$ cat src/rtl/sram_wr_pkg.sv
package sram_wr_pkg;

    typedef enum logic [1:0] {
        ST_IDLE,
        ST_SETUP,
        ST_PULSE,
        ST_RECOVER
    } wseq_state_e;

    // nanoseconds to clock cycles, rounded up, at least one
    function automatic int ns2cyc(input int ns, input int period);
        int c;
        c = (ns + period - 1) / period;
        return (c < 1) ? 1 : c;
    endfunction

    function automatic int imax(input int a, input int b);
        return (a > b) ? a : b;
    endfunction

    function automatic int grade_cycle_ns(input int g);
        case (g)
            0:       return 25;
            1:       return 35;
            2:       return 45;
            default: return 55;
        endcase
    endfunction

    function automatic int grade_pulse_ns(input int g);
        case (g)
            0:       return 20;
            1:       return 30;
            2:       return 35;
            default: return 40;
        endcase
    endfunction

    function automatic int grade_dsetup_ns(input int g);
        return (g == 0) ? 12 : 20;
    endfunction

    function automatic int grade_odis_ns(input int g);
        case (g)
            0:       return 10;
            1:       return 15;
            2:       return 20;
            default: return 30;
        endcase
    endfunction

endpackage

$ cat src/rtl/sram_wr_fsm.sv
module sram_wr_fsm
    import sram_wr_pkg::*;
#(
    parameter int CLK_PERIOD_NS = 10,
    parameter int GRADE         = 0,
    parameter int ARB_NS        = 20
) (
    input  logic clk,
    input  logic rst_n,
    input  logic req_valid,
    input  logic req_oe_low,
    input  logic req_arb_wait,
    output logic accept,
    output logic req_ready,
    output logic mem_ce_n,
    output logic mem_we_n,
    output logic mem_oe_n,
    output logic mem_dq_oe
);

    localparam int CYC_WC  = ns2cyc(grade_cycle_ns(GRADE), CLK_PERIOD_NS);
    localparam int CYC_WP  = ns2cyc(grade_pulse_ns(GRADE), CLK_PERIOD_NS);
    localparam int CYC_DW  = ns2cyc(grade_dsetup_ns(GRADE), CLK_PERIOD_NS);
    localparam int CYC_WZ  = ns2cyc(grade_odis_ns(GRADE), CLK_PERIOD_NS);
    localparam int CYC_ARB = ns2cyc(ARB_NS, CLK_PERIOD_NS);

    localparam int SET_N   = 1;
    localparam int SET_A   = CYC_ARB;
    localparam int PUL_HI  = CYC_WP;
    localparam int PUL_LO  = imax(CYC_WP, CYC_WZ + CYC_DW);
    localparam int TGT_N   = CYC_WC;
    localparam int TGT_A   = CYC_ARB + CYC_WP;

    localparam int REC_NH  = imax(1, TGT_N - SET_N - PUL_HI);
    localparam int REC_NL  = imax(1, TGT_N - SET_N - PUL_LO);
    localparam int REC_AH  = imax(1, TGT_A - SET_A - PUL_HI);
    localparam int REC_AL  = imax(1, TGT_A - SET_A - PUL_LO);

    localparam int MAXC    = SET_A + PUL_LO + TGT_N + TGT_A + CYC_WZ;
    localparam int CW      = $clog2(MAXC + 1);

    typedef struct packed {
        wseq_state_e   st;
        logic [CW-1:0] cnt;
        logic [CW-1:0] dcnt;
        logic          oe_low;
        logic          arb;
        logic          ready;
        logic          ce_n;
        logic          we_n;
        logic          oe_n;
        logic          drv;
    } seq_t;

    seq_t r_q, r_d;
    logic accept_d;

    always_comb begin
        r_d      = r_q;
        accept_d = 1'b0;
        unique case (r_q.st)
            ST_IDLE: begin
                r_d.ready = 1'b1;
                r_d.ce_n  = 1'b1;
                r_d.we_n  = 1'b1;
                r_d.oe_n  = 1'b1;
                r_d.drv   = 1'b0;
                if (req_valid) begin
                    accept_d   = 1'b1;
                    r_d.st     = ST_SETUP;
                    r_d.ready  = 1'b0;
                    r_d.ce_n   = 1'b0;
                    r_d.oe_n   = ~req_oe_low;
                    r_d.oe_low = req_oe_low;
                    r_d.arb    = req_arb_wait;
                    r_d.cnt    = req_arb_wait ? CW'(SET_A - 1) : CW'(SET_N - 1);
                end
            end
            ST_SETUP: begin
                if (r_q.cnt == '0) begin
                    r_d.st   = ST_PULSE;
                    r_d.we_n = 1'b0;
                    r_d.cnt  = r_q.oe_low ? CW'(PUL_LO - 1) : CW'(PUL_HI - 1);
                    r_d.dcnt = r_q.oe_low ? CW'(CYC_WZ) : '0;
                    r_d.drv  = ~r_q.oe_low;
                end else begin
                    r_d.cnt = r_q.cnt - 1'b1;
                end
            end
            ST_PULSE: begin
                if (r_q.cnt == '0) begin
                    r_d.st   = ST_RECOVER;
                    r_d.ce_n = 1'b1;
                    r_d.we_n = 1'b1;
                    r_d.drv  = 1'b0;
                    unique case ({r_q.arb, r_q.oe_low})
                        2'b00:   r_d.cnt = CW'(REC_NH - 1);
                        2'b01:   r_d.cnt = CW'(REC_NL - 1);
                        2'b10:   r_d.cnt = CW'(REC_AH - 1);
                        default: r_d.cnt = CW'(REC_AL - 1);
                    endcase
                end else begin
                    r_d.cnt  = r_q.cnt - 1'b1;
                    r_d.dcnt = (r_q.dcnt == '0) ? '0 : r_q.dcnt - 1'b1;
                    r_d.drv  = (r_q.dcnt <= CW'(1));
                end
            end
            ST_RECOVER: begin
                if (r_q.cnt == '0) begin
                    r_d.st    = ST_IDLE;
                    r_d.ready = 1'b1;
                    r_d.oe_n  = 1'b1;
                end else begin
                    r_d.cnt = r_q.cnt - 1'b1;
                end
            end
            default: r_d.st = ST_IDLE;
        endcase
    end

    always_ff @(posedge clk or negedge rst_n) begin
        if (!rst_n) begin
            r_q <= '{st: ST_IDLE, cnt: '0, dcnt: '0, oe_low: 1'b0, arb: 1'b0,
                     ready: 1'b1, ce_n: 1'b1, we_n: 1'b1, oe_n: 1'b1, drv: 1'b0};
        end else begin
            r_q <= r_d;
        end
    end

    assign accept    = accept_d;
    assign req_ready = r_q.ready;
    assign mem_ce_n  = r_q.ce_n;
    assign mem_we_n  = r_q.we_n;
    assign mem_oe_n  = r_q.oe_n;
    assign mem_dq_oe = r_q.drv;

    // a cycle in progress never advertises readiness
    a_r2_busy_not_ready: assert property (@(posedge clk) disable iff (!rst_n)
        !mem_ce_n |-> !req_ready);
    // the strobe falls only after at least one cycle of chip-enable
    a_r3_setup_first: assert property (@(posedge clk) disable iff (!rst_n)
        $fell(mem_we_n) |-> (!mem_ce_n && $past(!mem_ce_n)));
    // both enables rise on the same edge
    a_r8_joint_rise: assert property (@(posedge clk) disable iff (!rst_n)
        $rose(mem_we_n) |-> $rose(mem_ce_n));
    // the bus is driven only inside the strobe
    a_r7_drive_in_pulse: assert property (@(posedge clk) disable iff (!rst_n)
        mem_dq_oe |-> (!mem_we_n && !mem_ce_n));
    // idle keeps output-enable released
    a_r1_idle_oe_high: assert property (@(posedge clk) disable iff (!rst_n)
        req_ready |-> (mem_oe_n && mem_ce_n));

endmodule

$ cat src/rtl/sram_wr_datapath.sv
module sram_wr_datapath #(
    parameter int ADDR_W = 11,
    parameter int DATA_W = 9
) (
    input  logic              clk,
    input  logic              rst_n,
    input  logic              accept,
    input  logic [ADDR_W-1:0] req_addr,
    input  logic [DATA_W-1:0] req_data,
    input  logic              mem_ce_n,
    output logic [ADDR_W-1:0] mem_addr,
    output logic [DATA_W-1:0] mem_dq_out
);

    typedef struct packed {
        logic [ADDR_W-1:0] addr;
        logic [DATA_W-1:0] data;
    } hold_t;

    hold_t h_q, h_d;

    always_comb begin
        h_d = h_q;
        if (accept) begin
            h_d.addr = req_addr;
            h_d.data = req_data;
        end
    end

    always_ff @(posedge clk or negedge rst_n) begin
        if (!rst_n) begin
            h_q <= '0;
        end else begin
            h_q <= h_d;
        end
    end

    assign mem_addr   = h_q.addr;
    assign mem_dq_out = h_q.data;

    // address frozen while the chip is selected
    a_r4_addr_hold: assert property (@(posedge clk) disable iff (!rst_n)
        (!mem_ce_n && $past(!mem_ce_n)) |-> $stable(mem_addr));

endmodule

$ cat src/rtl/sram_wr_seq.sv
module sram_wr_seq #(
    parameter int ADDR_W        = 11,
    parameter int DATA_W        = 9,
    parameter int CLK_PERIOD_NS = 10,
    parameter int GRADE         = 0,
    parameter int ARB_NS        = 20
) (
    input  logic              clk,
    input  logic              rst_n,
    input  logic              req_valid,
    output logic              req_ready,
    input  logic [ADDR_W-1:0] req_addr,
    input  logic [DATA_W-1:0] req_data,
    input  logic              req_oe_low,
    input  logic              req_arb_wait,
    output logic              mem_ce_n,
    output logic              mem_we_n,
    output logic              mem_oe_n,
    output logic [ADDR_W-1:0] mem_addr,
    output logic [DATA_W-1:0] mem_dq_out,
    output logic              mem_dq_oe
);

    logic accept;

    sram_wr_fsm #(
        .CLK_PERIOD_NS(CLK_PERIOD_NS),
        .GRADE        (GRADE),
        .ARB_NS       (ARB_NS)
    ) u_fsm (
        .clk         (clk),
        .rst_n       (rst_n),
        .req_valid   (req_valid),
        .req_oe_low  (req_oe_low),
        .req_arb_wait(req_arb_wait),
        .accept      (accept),
        .req_ready   (req_ready),
        .mem_ce_n    (mem_ce_n),
        .mem_we_n    (mem_we_n),
        .mem_oe_n    (mem_oe_n),
        .mem_dq_oe   (mem_dq_oe)
    );

    sram_wr_datapath #(
        .ADDR_W(ADDR_W),
        .DATA_W(DATA_W)
    ) u_dp (
        .clk       (clk),
        .rst_n     (rst_n),
        .accept    (accept),
        .req_addr  (req_addr),
        .req_data  (req_data),
        .mem_ce_n  (mem_ce_n),
        .mem_addr  (mem_addr),
        .mem_dq_out(mem_dq_out)
    );

endmodule

$ cat config.mk
export PLATFORM = sky130hd
export DESIGN_NAME = sram_wr_seq
export DESIGN_NICKNAME = d
export VERILOG_FILES = /design/src/rtl/sram_wr_pkg.sv /design/src/rtl/sram_wr_fsm.sv /design/src/rtl/sram_wr_datapath.sv /design/src/rtl/sram_wr_seq.sv
export SDC_FILE = /design/constraint.sdc
export NUM_CORES = 1
export LEC_CHECK = 0
export BUFFER_PORTS_ARGS = -buffer_cell sky130_fd_sc_hd__clkbuf_2
export CORE_ASPECT_RATIO = 0.6
export CORE_MARGIN = 2
export CORE_UTILIZATION = 55
export DETAILED_ROUTE_END_ITERATION = 10
export GPL_ROUTABILITY_DRIVEN = 0
export PLACE_DENSITY = 0.8
export RECOVER_POWER = 25
export SETUP_SLACK_MARGIN = 0.02
export SYNTH_ARGS = -nofsm -noshare
export SYNTH_HDL_FRONTEND = slang
export SYNTH_HIERARCHICAL = 1
export SYNTH_SLANG_ARGS = --single-unit
$ cat constraint.sdc
create_clock -name clk -period 4.2 [get_ports clk]
set_input_delay 0.42 -clock clk [delete_from_list [all_inputs] [get_ports clk]]
set_output_delay 0.42 -clock clk [all_outputs]
set_load 0.02 [all_outputs]
==> impl_metrics.csv <==
group,metric,value,unit
grt,grt_antenna_before_repair,0,
final_layout,layout.cells.non_filler,242,
power_and_ir_drop,netSwitchingPower,789,µW
timing,post-route-period-util,0.589,
floorplanning,floorplan.die.height,48.3,µm
clock_network,clkSlewWorstSetupHoldPaths,0.07,ns
synth,number_of_enable_flip_flop_cells_after_synthesis,0,
clock_network,clk_path_buf_depth,2,
clock_network,cts_root_buf,"clkbuf_8",
floorplanning,floorplan.core_area,3180,µm²
timing,final.setup.tns,0,ns
grt,grt_util_met3,0.0578,
synth,netlist_top_cells_area,"dfrtp_1, mux2_4, dfstp_2, ha_1, o21ai_0",
place,portBuffers,49,
grt,grt_first_pass_wirelength,6510,µm
timing,tightest_slew,1.79,ns
synth,post_synth.cell_area_avg,12.3,µm²
timing,finalMaxSlewViolations,37,
grt,grt.overflow.total,0,
synth,ff_latch_count_synth,36,
clock_network,tritoncts,"built",
floorplanning,rows,16,
worst_hold_path,hold-path-cell-count,2,
power_and_ir_drop,sw_frac_of_total,0.420,
setup_path,worst-r2r-setup-slack,1.72,ns
synth,top_ff_cell_synth,"dfrtp_1",
synth,synth-async-reset-ratio,1.00,
clock_network,number_of_hold_buffers_added_after_cts,0,
synth,synth_instances,146,
setup_path,crit_start,"u_fsm/r_q[15]",
clock_network,cts_setup_buffers,0,
drt,drc_marker_count_from_the_first_detailed_route_iteration,82,
synth,synthesized_cell_area,1800,µm²
synth,synth.yosys.seq_area_share,0.503,
grt,globalRouteMet1Util,0.327,
timing,timing.clock.skew,0.00286,ns
grt,grt_pass1_vias,1246,
clock_network,clock_latency,0.30,ns
floorplanning,die_w,77.9,µm
final_layout,nFillCells,243,
timing,finalCriticalPeriod,2.48,ns
power_and_ir_drop,pwr-share-comb,0.528,
grt,grt.busiest_layer,"met1",
setup_path,worst_setup_path_start_kind,"flop",
timing,relSlewSlack,-0.192,
floorplanning,top_level_ports,50,
timing,timing.fmax,404,MHz
setup_path,start_to_end_type_of_the_worst_setup_path,"flop to flop",
power_and_ir_drop,seqPwrFrac,0.342,
worst_hold_path,worstHoldStart,"req_addr[0]",
synth,synth.distinct_cells,37,
clock_network,ctsHtreeMaxLevel,2,
setup_path,crit-reg2reg-capture,"u_dp/mem_addr[7]",
run,max-cap-violations,1,
final_layout,utilization_after_layout,0.675,
final_layout,drive_gt1_frac,0.437,
clock_network,cts_made_buffers,5,
drt,detail_route.wl_per_cell,16.3,µm
power_and_ir_drop,peakVddDrop,423,µV
setup_path,crit_path_max_fanout,20,
synth,synth.largest_area_cell,"dfrtp_1",
setup_path,critPathRequiredTime,4.38,ns
final_layout,area_growth,19.3,%
status,run_status,"finished, violations left",
power_and_ir_drop,pwr_density_cell,876,nW/µm²
grt,grtUsageMet2,0.325,
worst_hold_path,min_to,"u_dp/mem_addr[0]",
drt,detail_route.first_pass.iterations,4,
worst_hold_path,worstHoldPathType,"input pin to flop",
place,dp.cells,234,
synth,post_synth_net_total,177,
drt,routed_via_density,5.40,
power_and_ir_drop,power.clock.fraction,0.130,
drt,drcViolationCount,0,
synth,netlist_top_cells_count,"dfrtp_1, mux2_4, o21ai_0, nand2_1, inv_1",
clock_network,postCtsResizedCells,0,
final_layout,finish.net_count,227,
setup_path,r2r-start,"u_fsm/r_q[15]",
timing,finalSetupViolCount,0,
setup_path,reg2regPathDepth,5,
timing,rsz0062_at_grt,"false",
setup_path,critPathArrivalTime,2.66,ns
timing,final-hold-violation-count,0,
setup_path,crit_path_end_kind,"flop",
final_layout,antenna_cells,0,
drt,drtAntennaViolNets,0,
synth,synth_largest_type_area_fraction,0.445,
grt,groute.usage.overall,0.227,
power_and_ir_drop,p_int,1090,µW
floorplanning,initial_utilization,0.566,
drt,total_via_count_in_the_routed_design,1308,
synth,synthMostInstantiatedCell,"dfrtp_1",
drt,wl,3940,µm
synth,synth_warnings,6,
power_and_ir_drop,leakage,0.00106,µW
floorplanning,floorplan.die_area,3760,µm²
clock_network,clkSinkCount,36,
grt,grt_max_degree,37,
status,violations,"max-capacitance violations, max-slew violations",
place,placed_wire_length_estimate,2810,µm
[placed cells by master, fill, tap and decap left out, drive strengths merged, types with 2 or more instances in the layout]
master | synthesis | layout
nand2b | 2 | 2
a22o | 2 | 2
mux2 | 22 | 22
a21oi | 2 | 2
nor3b | 2 | 2
o211ai | 2 | 2
a21o | 2 | 2
nor2b | 3 | 3
nor3 | 6 | 6
clkbuf | 2 | 54
dfrtp | 32 | 32
inv | 8 | 8
clkinv | 0 | 3
mux2i | 2 | 2
o21ai | 12 | 12
dfstp | 4 | 4
nor2 | 7 | 7
nand3 | 2 | 2
ha | 6 | 6
a31oi | 2 | 2
nand2 | 10 | 10
[per-layer routing]
metal / wire length, µm / share of wire
met5: 0 / 0
met2: 1770 / 0.45
met1: 1780 / 0.45
met3: 309 / 0.079
met4: 82 / 0.021
[power by group through the flow]
stage          Sequential, µW  Combinational (µW)  Clock (µW)
2_1_floorplan             770                 595           0
3_3_place_gp              630                 947           0
3_5_place_dp              645                 986           0
4_1_cts                   643                 991         249
5_1_grt                   666                1070         264
6_report                  644                 994         244
[registers in the layout, indices dropped and copies added (netlist names)]
register / cells
u_fsm/mem_dq_oe: 1
u_fsm/mem_oe_n: 1
u_dp/mem_addr: 11
u_fsm/req_ready: 1
u_fsm/r_q: 11
u_dp/mem_dq_out: 9
u_fsm/mem_we_n: 1
u_fsm/mem_ce_n: 1
[stage by stage]
stage          setup WS, ns  instance area (µm²)  total power (µW)  hold WS, ns
6_report               1.72                 2150              1880        0.351
5_1_grt                1.58                 2150              2000        0.348
4_1_cts                1.74                 2150              1880        0.242
3_5_place_dp           1.76                 2060              1630        0.495
3_3_place_gp           1.94                 2060              1580        0.491
2_1_floorplan          2.44                 1800              1360        0.124
[cell families after synthesis]
group,after synthesis,synth area share
and+or+nand+nor,37,0.115
buffers and inverters,14,0.0389
AOI/OAI and AO/OA,29,0.111
adders and majority gates,6,0.0417
DFF,36,0.503
muxes,24,0.190
[how the worst max path moves through the flow]
stage,endpoint,cells after the start
after floorplan,u_dp/mem_addr[0],7
after global placement,u_dp/mem_dq_out[5],5
after detailed placement,u_dp/mem_addr[7],5
after CTS,u_dp/mem_addr[2],5
after global routing,u_dp/mem_addr[7],5
final,u_dp/mem_addr[7],5
[critical path, cell delays in order, from the launching register on]
cell	delay, ns
dfrtp_1	0.43
inv_1	0.10
ha_1	0.43
nand2_1	0.18
inv_1	0.84
mux2_4	0.36
[area by class of cell]
cell class / count / area [µm²] / area share
inverter: 8 / 30.0 / 0.0140
multi-input combinational: 96 / 825 / 0.384
tap: 45 / 56.3 / 0.0262
timing repair buffer: 49 / 244 / 0.114
clock buffer: 5 / 68.8 / 0.0320
clock inverter: 3 / 18.8 / 0.00874
sequential: 36 / 906 / 0.422
(Power assumes the default switching activity.)
